**src/rtl/berr_pkg.sv**
```systemverilog
package berr_pkg;

  typedef enum logic [1:0] {
    RGN_OTHER0 = 2'b00,
    RGN_INTREG = 2'b01,
    RGN_LOCAL  = 2'b10,
    RGN_OTHER3 = 2'b11
  } region_e;

  typedef struct packed {
    logic rule;   // access-type rule broken at start
    logic tmo;    // bus monitor time-out
    logic par;    // parity error
    logic dbl;    // uncorrectable ECC error
    logic sgl;    // corrected ECC error
  } err_flags_t;

  function automatic logic rule_broken(input logic [1:0] rgn,
                                       input logic unal,
                                       input logic burst);
    logic bad;
    bad = 1'b0;
    if (rgn == RGN_INTREG) bad = unal | burst;
    else if (rgn == RGN_LOCAL) bad = burst;
    return bad;
  endfunction

endpackage

```
**src/rtl/berr_rst_sync.sv**
```systemverilog
module berr_rst_sync #(
  parameter int STAGES = 2
) (
  input  logic clk_i,
  input  logic rst_ni,
  output logic rst_sync_no
);

  logic [STAGES-1:0] sync_q;
  logic [STAGES-1:0] sync_d;

  always_comb begin
    sync_d = {sync_q[STAGES-2:0], 1'b1};
  end

  always_ff @(posedge clk_i or negedge rst_ni) begin
    if (!rst_ni) sync_q <= '0;
    else         sync_q <= sync_d;
  end

  assign rst_sync_no = sync_q[STAGES-1];

endmodule

```
**src/rtl/berr_collect.sv**
```systemverilog
module berr_collect
  import berr_pkg::*;
(
  input  logic       clk_i,
  input  logic       rst_ni,
  input  logic       acc_start_i,
  input  logic       acc_end_i,
  input  logic [1:0] acc_region_i,
  input  logic       acc_unaligned_i,
  input  logic       acc_burst_i,
  input  logic       bm_timeout_i,
  input  logic       parity_err_i,
  input  logic       ecc_dbl_i,
  input  logic       ecc_sgl_i,
  output logic       open_o,
  output logic       close_o,
  output err_flags_t flags_o
);

  logic       active_q, active_d;
  err_flags_t flags_q, flags_d, now_s;
  logic       keep_s;

  always_comb begin
    open_o    = active_q | acc_start_i;
    close_o   = open_o & (acc_end_i | bm_timeout_i);
    keep_s    = open_o & ~close_o;
    now_s.rule = acc_start_i & rule_broken(acc_region_i, acc_unaligned_i, acc_burst_i);
    now_s.tmo  = open_o & bm_timeout_i;
    now_s.par  = open_o & parity_err_i;
    now_s.dbl  = open_o & ecc_dbl_i;
    now_s.sgl  = open_o & ecc_sgl_i;
    flags_o   = err_flags_t'(flags_q | now_s);
    active_d  = keep_s;
    flags_d   = keep_s ? flags_o : '0;
  end

  always_ff @(posedge clk_i or negedge rst_ni) begin
    if (!rst_ni) begin
      active_q <= 1'b0;
      flags_q  <= '0;
    end else begin
      active_q <= active_d;
      flags_q  <= flags_d;
    end
  end

endmodule

```
**src/rtl/berr_sbe_counter.sv**
```systemverilog
module berr_sbe_counter #(
  parameter int CNT_W = 8
) (
  input  logic             clk_i,
  input  logic             rst_ni,
  input  logic             step_i,
  input  logic             clr_i,
  input  logic [CNT_W-1:0] max_i,
  output logic             limit_hit_o,
  output logic [CNT_W-1:0] count_o
);

  localparam logic [CNT_W-1:0] ONE = CNT_W'(1);

  logic [CNT_W-1:0] cnt_q, cnt_d, sat_s;
  logic             cnt_en;

  always_comb begin
    sat_s       = (cnt_q >= max_i) ? cnt_q : cnt_q + ONE;
    limit_hit_o = step_i & (sat_s >= max_i);
    cnt_en      = step_i | clr_i;
    cnt_d       = clr_i ? '0 : sat_s;
  end

  always_ff @(posedge clk_i or negedge rst_ni) begin
    if (!rst_ni)     cnt_q <= '0;
    else if (cnt_en) cnt_q <= cnt_d;
  end

  assign count_o = cnt_q;

endmodule

```
**src/rtl/berr_pulse_gen.sv**
```systemverilog
module berr_pulse_gen
  import berr_pkg::*;
(
  input  logic       clk_i,
  input  logic       rst_ni,
  input  logic       close_i,
  input  err_flags_t flags_i,
  input  logic       sbe_limit_i,
  input  logic       tea_en_i,
  input  logic       mchk_en_i,
  output logic       tea_o,
  output logic       mchk_o
);

  logic tea_q, tea_d, mchk_q, mchk_d;

  always_comb begin
    tea_d  = close_i & tea_en_i  & (flags_i.rule | flags_i.tmo);
    mchk_d = close_i & mchk_en_i & (flags_i.par | flags_i.dbl | sbe_limit_i);
  end

  always_ff @(posedge clk_i or negedge rst_ni) begin
    if (!rst_ni) begin
      tea_q  <= 1'b0;
      mchk_q <= 1'b0;
    end else begin
      tea_q  <= tea_d;
      mchk_q <= mchk_d;
    end
  end

  assign tea_o  = tea_q;
  assign mchk_o = mchk_q;

endmodule

```
**src/rtl/bus_err_mchk.sv**
```systemverilog
module bus_err_mchk
  import berr_pkg::*;
#(
  parameter int CNT_W     = 8,
  parameter int RST_STAGE = 2
) (
  input  logic             clk_i,
  input  logic             rst_ni,
  input  logic             acc_start_i,
  input  logic             acc_end_i,
  input  logic [1:0]       acc_region_i,
  input  logic             acc_unaligned_i,
  input  logic             acc_burst_i,
  input  logic             bm_timeout_i,
  input  logic             parity_err_i,
  input  logic             ecc_dbl_i,
  input  logic             ecc_sgl_i,
  input  logic             tea_en_i,
  input  logic             mchk_en_i,
  input  logic [CNT_W-1:0] sbe_max_i,
  input  logic             sbe_clr_i,
  output logic             tea_o,
  output logic             mchk_o,
  output logic [CNT_W-1:0] sbe_count_o
);

  logic       rst_sync_n;
  logic       acc_open;
  logic       acc_close;
  logic       sbe_limit;
  err_flags_t flags;

  berr_rst_sync #(.STAGES(RST_STAGE)) u_rst (
    .clk_i       (clk_i),
    .rst_ni      (rst_ni),
    .rst_sync_no (rst_sync_n)
  );

  berr_collect u_collect (
    .clk_i           (clk_i),
    .rst_ni          (rst_sync_n),
    .acc_start_i     (acc_start_i),
    .acc_end_i       (acc_end_i),
    .acc_region_i    (acc_region_i),
    .acc_unaligned_i (acc_unaligned_i),
    .acc_burst_i     (acc_burst_i),
    .bm_timeout_i    (bm_timeout_i),
    .parity_err_i    (parity_err_i),
    .ecc_dbl_i       (ecc_dbl_i),
    .ecc_sgl_i       (ecc_sgl_i),
    .open_o          (acc_open),
    .close_o         (acc_close),
    .flags_o         (flags)
  );

  berr_sbe_counter #(.CNT_W(CNT_W)) u_sbe (
    .clk_i       (clk_i),
    .rst_ni      (rst_sync_n),
    .step_i      (acc_close & flags.sgl),
    .clr_i       (sbe_clr_i),
    .max_i       (sbe_max_i),
    .limit_hit_o (sbe_limit),
    .count_o     (sbe_count_o)
  );

  berr_pulse_gen u_pulse (
    .clk_i       (clk_i),
    .rst_ni      (rst_sync_n),
    .close_i     (acc_close),
    .flags_i     (flags),
    .sbe_limit_i (sbe_limit),
    .tea_en_i    (tea_en_i),
    .mchk_en_i   (mchk_en_i),
    .tea_o       (tea_o),
    .mchk_o      (mchk_o)
  );

endmodule

```
**config.mk**
```make
export PLATFORM = sky130hd
export DESIGN_NAME = bus_err_mchk
export DESIGN_NICKNAME = d
export VERILOG_FILES = /design/src/rtl/berr_pkg.sv /design/src/rtl/berr_rst_sync.sv /design/src/rtl/berr_collect.sv /design/src/rtl/berr_sbe_counter.sv /design/src/rtl/berr_pulse_gen.sv /design/src/rtl/bus_err_mchk.sv
export SDC_FILE = /design/constraint.sdc
export NUM_CORES = 1
export LEC_CHECK = 0
export ABC_AREA = 1
export BUFFER_PORTS_ARGS = -buffer_cell sky130_fd_sc_hd__buf_2
export CAP_MARGIN = 20
export CORE_UTILIZATION = 47
export CTS_BUF_LIST = sky130_fd_sc_hd__clkbuf_2
export DETAILED_ROUTE_END_ITERATION = 7
export GPL_TIMING_DRIVEN = 0
export PLACE_DENSITY = 0.83
export SLEW_MARGIN = 20
export SYNTH_ARGS = -nofsm -noshare
export SYNTH_HDL_FRONTEND = slang
export SYNTH_SLANG_ARGS = --single-unit
```
**constraint.sdc**
```tcl
create_clock -name clk_i -period 0.8 [get_ports clk_i]
set_clock_uncertainty 0.05 [all_clocks]
set_input_delay 0.16 -clock clk_i [delete_from_list [all_inputs] [get_ports clk_i]]
set_output_delay 0.16 -clock clk_i [all_outputs]
set_load 0.05 [all_outputs]
```
==> metrics.md <==
| Metric | Value |
|---|---|
| Vias | `1617` |
| Top_reg_cell synth | `dfrtp_1` |
| Share of cells above drive strength 1 | `46.8%` |
| Core ar. | `2850 um^2` |
| Worst hold stages | `3` |
| Arrival time at the worst endpoint | `2.73 ns` |
| Starting density of the core | `51.0%` |
| Worst skew pair latency | `0.31 ns` |
| Clk root buf | `clkbuf_2` |
| Mapped cell area | `1450 um^2` |
| H-tree Lvls | `1` |
| P_leak | `1.23 nW` |
| Switching Share | `33.3%` |
| Cell Pwr Density | `872 nW/um^2` |
| Cell-by-cell trace of the critical path | `ha_4 -> nand2_1 -> nor2_1 -> nand2_2 -> buf_6 -> nand2_8 -> nand2_4 -> nand2_1 -> inv_1 -> ha_1 -> nand2_2 -> nor2_4 -> nand4_1 -> nand3_1 -> nand2_1 -> a21oi_2` |
| Number of buffers added on ports | `32` |
| Die width | `57.6 um` |
| Commonest cells in the netlist | `nand2_1, inv_1, nand3_1` |
| Net Count, Synth | `252` |
| Top Usage Layer GRT | `met2` |
| Post-synth EDFFs | `0` |
| DRT Pass-1 Iters | `6` |
| CP max stage delay | `0.48 ns` |
| Period Utilization, post-route | `315%` |
| F_max | `0.396 GHz` |
| Most common cell in the netlist | `nand2_1` |
| Sink Count | `18` |
| Syn Area/Cell | `6.86 um^2` |
| Rows | `19` |
| Crit path kind | `flop to flop` |
| Clock network power share | `20.1%` |
| Met3 GRT Util | `4.69%` |
| Final-stage net count | `308` |
| Ranking of synthesized cells by area | `dfrtp_1, nand2_1, ha_1` |
| Register area share after synthesis | `31.0%` |
| Critical Path Fanout Max | `6` |
| Cell internal pwr | `1.31 mW` |
| Post-route DRC violation count | `2` |
| Failing checks | `DRC, setup timing` |
| Die area | `3320 um^2` |
| Worst setup EP type | `flop` |
| Synth Register Bits | `18` |
| Worst r2r path cells | `16` |
| Pin count of the biggest net entering global routing | `17` |
| CP dominant cell by count | `nand2_1` |
| Comb power frac | `30.6%` |
| Vias in the first global route | `1424` |
| Post-route ant nets | `0` |
| RSZ-0062 raised after global routing | `yes` |
| FFs w/ async S/R, synth | `100%` |
| Syn Inst Count | `212` |
| Final Wtd Congestion | `0.781` |
| WL per Instance | `14.9 um` |
| Slowest CP cell | `dfrtp_2` |
| Worst path required time | `1.01 ns` |
| Status | `finished with violations` |
| # setup viols final | `26` |
| Ys Warns | `0` |
| Clock buffer count from CTS | `3` |
| Final wirelength | `4.44 mm` |
| Met2 Use GR | `43.0%` |
| Net Sw Power | `0.653 mW` |
| Layout Area Growth over Synthesis | `54.7%` |
| VDD IR max | `0.935 mV` |
| Initial antenna violation count | `0` |
| Global route overflow | `0` |
| Post-layout util | `78.9%` |
| Antenna Cells | `0` |
| Die Height | `57.6 um` |
| Max-cap violation count | `0` |
| Cell taking the most area after synthesis | `dfrtp_1` |
| CTS tree | `built` |
| Clock buffer depth | `2` |
| Clk slew on worst S/H paths | `0.17 ns` |
| First-pass GRT wire length | `5.93 mm` |
| Initial drt markers | `81` |
| Startpoint types | `flop` |
| Setup ws final | `-1.72 ns` |
| GR Util met1 | `27.6%` |
| DPL Wire Length | `2.45 mm` |
| Pwr Total | `1.96 mW` |
| Count of final hold-check violations | `0` |
| Max Slew Vio Count | `0` |
| Sequential power share | `49.3%` |
| GRT Total Usage | `23.1%` |
| Synth cell types | `25` |
| HP Class | `input pin to flop` |
| I/O pins | `33` |
| Top-area cell type share of the netlist area | `31.0%` |
| Tmin final | `2.52 ns` |
| Via density | `5.43` |
==> registers in the layout (all words and copies together) (netlist names) <==
name and flops:
u_collect.active_q 1, u_sbe.count_o 8, u_pulse.mchk_o 1, u_rst.sync_q 2
u_collect.flags_q 5, u_pulse.tea_o 1
==> cell families (layout without fill, tap and decap cells) <==
kind of cell / after synthesis / after routing / share of synthesized area [%]
DFF: 18 / 18 / 31.0
adders and majority gates: 17 / 17 / 14.6
other: 1 / 1 / 0.258
and+or+nand+nor: 110 / 110 / 33.0
buffers and inverters: 47 / 102 / 12.4
AOI/OAI and AO/OA: 18 / 18 / 8.18
xor gates and xnor gates: 1 / 1 / 0.603
==> final cells by class <==
type,instances,area [um^2]
Sequential cell,18,462
Timing Repair Buffer,51,434
Buffer,1,11.3
Inverter,46,178
Fill cell,166,603
Clock inverter,1,3.75
Multi-Input combinational cell,147,1110
Clock buffer,3,15.0
Tap cell,31,38.8
==> repair_timing <==
item	CTS	global route
setup buffers	10	9
gates resized for setup	38	57
pin swaps	3	14
hold buffers	2	0
gates cloned	0	1
endpoints found under the hold margin	3	0
endpoints found under the setup margin	33	26
==> critical path: cells and delay by family (launching register included) <==
kind                     cells  cell delay, ns
AO/OA/AOI/OAI                1            0.11
buffers and inverters        2            0.20
adder cells (fa/ha/maj)      2            0.56
flip-flops                   1            0.48
AND/OR/NAND/NOR             11            1.06
==> cell usage in the layout, fill, tap and decap left out, types with 4 or more instances in the layout <==
cell type   n
inv_2       8
nand3_2    10
buf_4       6
nand2_1    53
nor2_1      5
nand2_2    13
buf_8       6
buf_2      22
nand3_1    12
buf_6      16
ha_4        9
nor2_2      4
ha_1        7
dfrtp_2     9
dfrtp_1     9
a21oi_1     4
inv_1      37
==> power by group through the flow <==
| stage | clock network (mW) | logic [mW] | registers [mW] |
|---|---|---|---|
| after floorplan | 0 | 0.232 | 1.03 |
| after global placement | 0 | 0.397 | 0.991 |
| after CTS | 0.407 | 0.488 | 0.969 |
| after detailed placement | 0 | 0.410 | 0.993 |
| final | 0.394 | 0.600 | 0.968 |
| after global routing | 0.425 | 0.658 | 0.974 |
==> per-stage QoR <==
stage	setup slack (ns)	std cells	instance area, um^2	hold slack [ns]	setup TNS, ns
6_report	-1.72	298	2250	0.0260	-14.63
3_3_place_gp	-1.69	275	1720	-0.103	-10.23
2_1_floorplan	-1.57	212	1520	-0.186	-8.89
3_5_place_dp	-1.75	275	1720	-0.102	-10.86
5_1_grt	-1.79	298	2250	0.0515	-15.92
4_1_cts	-1.63	291	1970	0.0172	-14.36
==> path summary, 6_finish.rpt <==
check / startpoint / endpoint / slack [ns]
max reg2reg: u_sbe.count_o[7] / u_pulse.mchk_o / -1.72
min in group asynchronous: rst_ni / u_rst.sync_q[1] / 0.08
max in group asynchronous: u_rst.sync_q[1] / u_sbe.count_o[7] / 0.30
min: tea_en_i / u_pulse.tea_o / 0.03
min reg2reg: u_rst.sync_q[1] / u_collect.flags_q[1] / 0.13
max: u_sbe.count_o[7] / u_pulse.mchk_o / -1.72
==> metal layers <==
layer,wire length (um),vias up
met5,0,-
met4,182,0
met3,244,18
met2,2310,71
met1,1710,757
li1,-,771
Power figures use the tool's default switching activity.
